[src/rtl/nfps_pkg.sv]
package nfps_pkg;

   typedef enum logic [1:0] {
      NFP_OK       = 2'd0,
      NFP_RANGE    = 2'd1,
      NFP_INTERNAL = 2'd2,
      NFP_NOTAKE   = 2'd3
   } nfp_err_e;

   typedef enum logic [3:0] {
      ST_IDLE,
      ST_CHK,
      ST_RDOLD,
      ST_U1,
      ST_U2,
      ST_U3,
      ST_WR,
      ST_POLL,
      ST_DONE
   } nfp_st_e;

   localparam logic [7:0] CMD_UNL1 = 8'hAA;
   localparam logic [7:0] CMD_UNL2 = 8'h55;
   localparam logic [7:0] CMD_PROG = 8'hA0;
   localparam int         STAT_FAULT_BIT = 5;
   localparam int         RING_DEPTH = 4;

endpackage

[src/rtl/nfps_cmd.sv]
module nfps_cmd #(
   parameter int AW = 20,
   parameter logic [AW-1:0] UNLOCK_A = AW'(12'h555),
   parameter logic [AW-1:0] UNLOCK_B = AW'(12'h2AA)
) (
   input  logic [1:0]    step,
   output logic [AW-1:0] cmd_addr,
   output logic [7:0]    cmd_data
);
   import nfps_pkg::*;

   always_comb begin
      case (step)
         2'd0:    begin cmd_addr = UNLOCK_A; cmd_data = CMD_UNL1; end
         2'd1:    begin cmd_addr = UNLOCK_B; cmd_data = CMD_UNL2; end
         default: begin cmd_addr = UNLOCK_A; cmd_data = CMD_PROG; end
      endcase
   end

endmodule

[src/rtl/nfps_ring.sv]
module nfps_ring #(
   parameter int POLL_MAX = 10000
) (
   input  logic       clk,
   input  logic       rst_n,
   input  logic       clr,
   input  logic       sample,
   input  logic [7:0] rd,
   input  logic [7:0] target,
   output logic       fin,
   output logic       pass,
   output logic       fault
);
   import nfps_pkg::*;

   localparam int CW = $clog2(POLL_MAX + 1);

   logic [CW-1:0] cnt;
   logic [CW:0]   cnt_n;
   logic [7:0]    slot [RING_DEPTH];
   logic [1:0]    prev_ix;
   logic [1:0]    old_ix;

   generate
      if (POLL_MAX < 3) begin : g_bad_max
         $error("POLL_MAX must allow the three initial reads");
      end
      for (genvar g = 0; g < RING_DEPTH; g++) begin : g_slot
         always_ff @(posedge clk or negedge rst_n) begin
            if (!rst_n)
               slot[g] <= '0;
            else if (sample && cnt[1:0] == 2'(g))
               slot[g] <= rd;
         end
      end
   endgenerate

   always_ff @(posedge clk or negedge rst_n) begin
      if (!rst_n)
         cnt <= '0;
      else if (clr)
         cnt <= '0;
      else if (sample)
         cnt <= cnt + 1'b1;
   end

   always_comb begin
      cnt_n   = {1'b0, cnt} + 1'b1;
      prev_ix = cnt[1:0] - 2'd1;
      old_ix  = cnt[1:0] - 2'd2;
      fin     = sample && (cnt_n >= (CW+1)'(3)) &&
                ((rd == slot[prev_ix]) || (cnt_n >= (CW+1)'(POLL_MAX)));
      pass    = (rd == target);
      fault   = slot[old_ix][STAT_FAULT_BIT];
   end


   poll_ceiling_chk: assert property (@(posedge clk) disable iff (!rst_n)
      cnt <= CW'(POLL_MAX));

endmodule

[src/rtl/nfps_prog.sv]
module nfps_prog #(
   parameter int AW = 20,
   parameter int LW = 16,
   parameter int DEV_SIZE = 1 << 20,
   parameter int POLL_MAX = 10000
) (
   input  logic          clk,
   input  logic          rst_n,
   input  logic          req,
   input  logic [AW-1:0] req_addr,
   input  logic [LW-1:0] req_len,
   output logic [LW-1:0] src_idx,
   input  logic [7:0]    src_byte,
   output logic          fl_re,
   output logic          fl_we,
   output logic [AW-1:0] fl_addr,
   output logic [7:0]    fl_wdata,
   input  logic [7:0]    fl_rdata,
   output logic          busy,
   output logic          done,
   output logic          err,
   output logic [1:0]    err_kind,
   output logic          warn
);
   import nfps_pkg::*;

   localparam int SW = ((AW > LW) ? AW : LW) + 1;
   localparam logic [AW-1:0] UNL_A = AW'(12'h555);
   localparam logic [AW-1:0] UNL_B = AW'(12'h2AA);

   generate
      if (AW < 11) begin : g_bad_aw
         $error("AW too narrow for the unlock addresses");
      end
      if (DEV_SIZE < 1 || 64'(DEV_SIZE) > (64'd1 << AW)) begin : g_bad_size
         $error("DEV_SIZE out of range for AW");
      end
   endgenerate

   nfp_st_e       st;
   nfp_err_e      ek;
   logic [AW-1:0] base;
   logic [LW-1:0] len;
   logic [LW-1:0] idx;
   logic          warn_q;

   logic [AW-1:0] tgt_addr;
   logic [AW-1:0] cmd_addr;
   logic [7:0]    cmd_data;
   logic [1:0]    step;
   logic          last_byte;
   logic          over;
   logic          ring_fin, ring_pass, ring_fault;

   nfps_cmd #(.AW(AW), .UNLOCK_A(UNL_A), .UNLOCK_B(UNL_B)) u_cmd (
      .step     (step),
      .cmd_addr (cmd_addr),
      .cmd_data (cmd_data)
   );

   nfps_ring #(.POLL_MAX(POLL_MAX)) u_ring (
      .clk    (clk),
      .rst_n  (rst_n),
      .clr    (st == ST_WR),
      .sample (st == ST_POLL),
      .rd     (fl_rdata),
      .target (src_byte),
      .fin    (ring_fin),
      .pass   (ring_pass),
      .fault  (ring_fault)
   );

   always_comb begin
      tgt_addr  = base + AW'(idx);
      last_byte = ({1'b0, idx} + 1'b1) == {1'b0, len};
      over      = (SW'(base) + SW'(len)) > SW'(DEV_SIZE);
      case (st)
         ST_U1:   step = 2'd0;
         ST_U2:   step = 2'd1;
         default: step = 2'd2;
      endcase
      fl_re    = (st == ST_RDOLD) || (st == ST_POLL);
      fl_we    = (st == ST_U1) || (st == ST_U2) || (st == ST_U3) || (st == ST_WR);
      fl_addr  = (st == ST_U1 || st == ST_U2 || st == ST_U3) ? cmd_addr : tgt_addr;
      fl_wdata = (st == ST_WR) ? src_byte : cmd_data;
      src_idx  = idx;
      busy     = (st != ST_IDLE);
      done     = (st == ST_DONE);
      err_kind = ek;
      err      = (ek != NFP_OK);
      warn     = warn_q;
   end

   always_ff @(posedge clk or negedge rst_n) begin
      if (!rst_n) begin
         st     <= ST_IDLE;
         ek     <= NFP_OK;
         base   <= '0;
         len    <= '0;
         idx    <= '0;
         warn_q <= 1'b0;
      end else begin
         case (st)
            ST_IDLE: if (req) begin
               base   <= req_addr;
               len    <= req_len;
               idx    <= '0;
               warn_q <= 1'b0;
               ek     <= NFP_OK;
               st     <= ST_CHK;
            end
            ST_CHK: begin
               if (over) begin
                  ek <= NFP_RANGE;
                  st <= ST_DONE;
               end else if (len == '0) begin
                  st <= ST_DONE;
               end else begin
                  st <= ST_RDOLD;
               end
            end
            ST_RDOLD: begin
               if (fl_rdata == src_byte) begin
                  if (last_byte) st <= ST_DONE;
                  else begin
                     idx <= idx + 1'b1;
                     st  <= ST_RDOLD;
                  end
               end else begin
                  if ((~fl_rdata & src_byte) != 8'h00) warn_q <= 1'b1;
                  st <= ST_U1;
               end
            end
            ST_U1: st <= ST_U2;
            ST_U2: st <= ST_U3;
            ST_U3: st <= ST_WR;
            ST_WR: st <= ST_POLL;
            ST_POLL: if (ring_fin) begin
               if (ring_pass) begin
                  if (last_byte) st <= ST_DONE;
                  else begin
                     idx <= idx + 1'b1;
                     st  <= ST_RDOLD;
                  end
               end else begin
                  ek <= ring_fault ? NFP_INTERNAL : NFP_NOTAKE;
                  st <= ST_DONE;
               end
            end
            ST_DONE: st <= ST_IDLE;
            default: st <= ST_IDLE;
         endcase
      end
   end


   unlock_order_chk: assert property (@(posedge clk) disable iff (!rst_n)
      (fl_we && fl_addr == UNL_B) |-> ($past(fl_we) && $past(fl_wdata) == CMD_UNL1));


   bus_exclusive_chk: assert property (@(posedge clk) disable iff (!rst_n)
      !(fl_we && fl_re));


   range_quiet_chk: assert property (@(posedge clk) disable iff (!rst_n)
      (done && err_kind == 2'd1) |-> $past(!fl_we && !fl_re));


   skip_nowrite_chk: assert property (@(posedge clk) disable iff (!rst_n)
      (st == ST_RDOLD && fl_rdata == src_byte) |=> !fl_we);


   done_pulse_chk: assert property (@(posedge clk) disable iff (!rst_n)
      done |=> !done);

endmodule

[config.mk]
export PLATFORM = sky130hd
export DESIGN_NAME = nfps_prog
export DESIGN_NICKNAME = d
export VERILOG_FILES = /design/src/rtl/nfps_pkg.sv /design/src/rtl/nfps_cmd.sv /design/src/rtl/nfps_ring.sv /design/src/rtl/nfps_prog.sv
export SDC_FILE = /design/constraint.sdc
export NUM_CORES = 1
export LEC_CHECK = 0
export ABC_CLOCK_PERIOD_IN_PS = 4300
export CAP_MARGIN = 20
export CORE_UTILIZATION = 40
export DETAILED_ROUTE_END_ITERATION = 10
export PLACE_DENSITY = 0.67
export SETUP_SLACK_MARGIN = 0.3
export SLEW_MARGIN = 20
export SYNTH_ARGS = -nofsm -noshare
export SYNTH_HDL_FRONTEND = slang
export SYNTH_HIERARCHICAL = 1
export SYNTH_SLANG_ARGS = --single-unit
[constraint.sdc]
create_clock -name clk -period 4.3 [get_ports clk]
set_input_delay 0.86 -clock clk [delete_from_list [all_inputs] [get_ports clk]]
set_output_delay 0.86 -clock clk [all_outputs]
set_load 0.1 [all_outputs]
==> metrics.txt <==
# TYPE chip_impl_metric gauge
chip_impl_info{name="run_status",value="finished clean"} 1
chip_impl_metric{name="die_area",unit="µm²"} 21400
chip_impl_info{name="regToRegStartpoint",value="u_ring/cnt[1]$_DFFE_PN0P_"} 1
chip_impl_metric{name="final_layout_size_suffix_gt1_share",unit="%"} 24.5
chip_impl_info{name="hp-class",value="reg2reg"} 1
chip_impl_metric{name="synth.lib_cells_used.distinct",unit=""} 74
chip_impl_metric{name="nFillCells",unit=""} 1941
chip_impl_metric{name="timing.final.max_slew_violations",unit=""} 0
chip_impl_metric{name="synth_enable_flop_cells",unit=""} 0
chip_impl_metric{name="wl_per_cell",unit="µm"} 17.5
chip_impl_metric{name="htree_num_levels",unit=""} 3
chip_impl_metric{name="ant_nets",unit=""} 0
chip_impl_info{name="cts_tree",value="done"} 1
chip_impl_metric{name="hold_depth",unit=""} 1
chip_impl_info{name="synthFlopType",value="dfrtp_1"} 1
chip_impl_metric{name="place.detailed.instances",unit=""} 1233
chip_impl_metric{name="grt_max_degree",unit=""} 69
chip_impl_metric{name="max_slew_margin",unit="%"} 31.7
chip_impl_metric{name="num_vias",unit=""} 7123
chip_impl_metric{name="finalCriticalPeriod",unit="ns"} 4.00
chip_impl_metric{name="clkTransAtPathRegs",unit="ns"} 0.08
chip_impl_metric{name="final.hold.worst_slack",unit="ns"} 0.497
chip_impl_metric{name="groute.layer.met3.usage",unit="%"} 2.78
chip_impl_metric{name="max_slew.worst_pin.slew",unit="ns"} 1.02
chip_impl_metric{name="synthesized_area_per_cell",unit="µm²"} 9.33
chip_impl_metric{name="first_pass_grt_wire_length",unit="mm"} 35.6
chip_impl_info{name="crit_path_start_kind",value="flop"} 1
chip_impl_metric{name="worst-r2r-cell-count",unit=""} 16
chip_impl_metric{name="chipHeight",unit="µm"} 146
chip_impl_metric{name="setup_tns",unit="ns"} 0
chip_impl_metric{name="synth.ff_latch_count",unit=""} 105
chip_impl_info{name="worst-setup-path-type",value="reg2out"} 1
chip_impl_info{name="hold_path_startpoint",value="warn$_DFFE_PN0P_"} 1
chip_impl_info{name="top_usage_layer",value="met2"} 1
chip_impl_info{name="endpoint_kind",value="output pin"} 1
chip_impl_metric{name="clk_latency",unit="ns"} 0.36
chip_impl_metric{name="final-setup-viol-count",unit=""} 0
chip_impl_metric{name="syn_inst",unit=""} 893
chip_impl_metric{name="buffer_ports.inserted",unit=""} 106
chip_impl_metric{name="ys_async_sr_fraction",unit="%"} 100
chip_impl_metric{name="first_global_vias",unit=""} 6803
chip_impl_metric{name="start_util",unit="%"} 41.0
chip_impl_metric{name="numCtsBuffers",unit=""} 9
chip_impl_metric{name="io-pin-count",unit=""} 107
chip_impl_metric{name="timing.clock.skew",unit="ns"} 0.00659
chip_impl_metric{name="place_congestion",unit=""} 0.872
chip_impl_metric{name="overall_global_routing_resource_usage",unit="%"} 21.0
chip_impl_metric{name="layout.cell_area.non_filler",unit="µm²"} 10300
chip_impl_metric{name="die_width",unit="µm"} 146
chip_impl_metric{name="cp_data_arrival_time",unit="ns"} 3.14
chip_impl_metric{name="timing.final.crit_share",unit="%"} 93.1
chip_impl_metric{name="drc",unit=""} 0
chip_impl_info{name="rsz0062_at_grt",value="true"} 1
chip_impl_metric{name="dr.first_iter.drc_count",unit=""} 430
chip_impl_info{name="reg_to_reg_endpoint",value="src_idx[1]$_DFFE_PN0P_"} 1
chip_impl_metric{name="finalHoldViolCount",unit=""} 0
chip_impl_metric{name="multi_input_area",unit="µm²"} 5460
chip_impl_metric{name="regToRegSetupSlack",unit="ns"} 0.65
chip_impl_metric{name="placement.cell_area",unit="µm²"} 9640
chip_impl_metric{name="synth.yosys.warnings",unit=""} 6
chip_impl_metric{name="cp_data_required_time",unit="ns"} 3.44
chip_impl_metric{name="grt_use_met2",unit="%"} 35.3
chip_impl_metric{name="critical_path_peak_fanout",unit=""} 3
chip_impl_metric{name="grtUsageMet1",unit="%"} 28.0
chip_impl_metric{name="area.sequential",unit="µm²"} 2650
chip_impl_metric{name="area_growth_syn_to_layout",unit="%"} 23.1
chip_impl_metric{name="final_nets",unit=""} 1094
chip_impl_metric{name="instances_no_fill",unit=""} 1266
chip_impl_metric{name="design.core.area",unit="µm²"} 20300
chip_impl_metric{name="synth.yosys.seq_area_share",unit="%"} 31.5
chip_impl_metric{name="max-clock-path-buffers",unit=""} 2
chip_impl_metric{name="drv_cap",unit=""} 0
chip_impl_metric{name="cts.sink_count",unit=""} 105
chip_impl_metric{name="antenna_found_initial",unit=""} 0
chip_impl_metric{name="hpwlAfterDp",unit="mm"} 16.4
chip_impl_metric{name="vias_per_cell",unit=""} 5.63
chip_impl_metric{name="routed_wl",unit="mm"} 22.2
chip_impl_info{name="end_of_the_worst_hold_path",value="warn$_DFFE_PN0P_"} 1
chip_impl_metric{name="placement_rows",unit=""} 52
chip_impl_metric{name="syn-cell-area",unit="µm²"} 8330
chip_impl_metric{name="maxClockFrequency",unit="MHz"} 250
chip_impl_metric{name="dr.pass1.iters",unit=""} 5
chip_impl_metric{name="grt_overflow",unit=""} 0
chip_impl_info{name="root_buffer",value="clkbuf_16"} 1
chip_impl_metric{name="diodes",unit=""} 0
## routing by layer
layer,part of all wire (%),routed length (µm),vias to the layer above
met3,4.6,1020,26
met4,1.9,414,0
met2,49,10800,205
met5,0,0,-
met1,45,9970,3473
li1,-,-,3419
## cell usage in the layout, fill, tap and decap left out, types with 27 or more instances in the layout
| cell | netlist | final |
|---|---|---|
| xnor2_1 | 45 | 44 |
| nand2_1 | 67 | 66 |
| ha_1 | 46 | 39 |
| a21oi_1 | 42 | 40 |
| dfrtp_1 | 105 | 93 |
| nor2_1 | 61 | 58 |
| inv_1 | 28 | 27 |
| mux2_2 | 79 | 78 |
| buf_4 | 29 | 65 |
| o21ai_0 | 47 | 31 |
| xor2_1 | 32 | 32 |
| clkdlybuf4s50_1 | 0 | 75 |
## registers in the layout, summed over array words and instances (netlist names)
signal and flops:
u_ring/slot 32, src_idx 16, base 20, warn 1, len 16, u_ring/cnt 14, st 4, err_kind 2
## how the worst max path moves through the flow
stage                              startpoint                     end
global placement       src_idx[0]$_DFFE_PN0P_             fl_addr[18]
CTS                    src_idx[0]$_DFFE_PN0P_             fl_addr[16]
floorplan              src_idx[8]$_DFFE_PN0P_             fl_addr[19]
detailed placement  u_ring/cnt[1]$_DFFE_PN0P_  src_idx[3]$_DFFE_PN0P_
finish                 src_idx[0]$_DFFE_PN0P_             fl_addr[14]
global route           src_idx[0]$_DFFE_PN0P_             fl_addr[18]
## cell type report
type                            count  area share (%)
Clock inverter                      7            1.06
Inverter                           28            1.03
Tap cell                          270            3.29
Sequential cell                   105            25.8
Multi-Input combinational cell    700            53.2
Timing Repair Buffer              147            13.4
Clock buffer                        9            2.20
## worst max-delay path: stages (launching register included)
cell	delay, ns
dfrtp_4	0.49
ha_4	0.17
inv_2	0.05
fa_2	0.20
nor2b_2	0.05
o31a_1	0.29
o41ai_4	0.35
a31oi_4	0.18
buf_6	0.16
a21o_1	0.15
a21oi_2	0.14
xnor2_1	0.09
mux2_4	0.28
buf_12	0.17
## synthesized netlist by cell type (all sizes together), types with 8 or more instances
cell / n / share of area [%]
dfrtp: 105 / 32
mux2: 79 / 11
nand2: 68 / 3.1
o21ai: 65 / 3.9
nor2: 62 / 2.9
ha: 46 / 6.9
xnor2: 45 / 4.7
buf: 43 / 3.9
a21oi: 42 / 2.5
xor2: 32 / 3.4
inv: 28 / 1.3
clkbuf: 25 / 1.1
nand3: 25 / 1.6
nand4: 24 / 1.9
nor3: 20 / 1.3
nor4: 11 / 0.90
o21a: 11 / 0.99
o31ai: 11 / 0.99
or2: 10 / 0.78
a31oi: 9 / 0.68
mux2i: 9 / 1.1
mux4: 9 / 2.7
nand2b: 9 / 0.68
a2111oi: 8 / 1.1
## cells by family (layout without fill, tap and decap cells)
| logic type | after synthesis | after routing | synth area share [%] |
|---|---|---|---|
| compound gates | 200 | 200 | 15.5 |
| xor+xnor | 77 | 77 | 8.09 |
| fa+ha+maj | 48 | 48 | 7.39 |
| buf+inv | 96 | 191 | 6.26 |
| flops | 105 | 105 | 31.5 |
| mux | 97 | 97 | 14.5 |
| other cells | 1 | 9 | 0.0450 |
| simple gates | 269 | 269 | 16.6 |
## timing repair
action / in CTS / in global routing
gates cloned: 0 / 0
gates resized for setup: 13 / 20
hold buffers: 0 / 0
hold endpoints to repair: 0 / 0
pin swaps: 9 / 17
setup buffers: 5 / 12
endpoints found under the setup margin: 5 / 19
## through the flow
stage / setup WS [ns] / util (%)
2_1_floorplan: 0.112 / -
3_3_place_gp: 0.430 / 47.5
3_5_place_dp: 0.380 / 47.5
4_1_cts: 0.129 / 49.6
5_1_grt: 0.187 / 50.5
6_report: 0.297 / 50.5
Power is not shown: default switching activity piles up to over one toggle a cycle in this logic, so the estimate is an artifact.
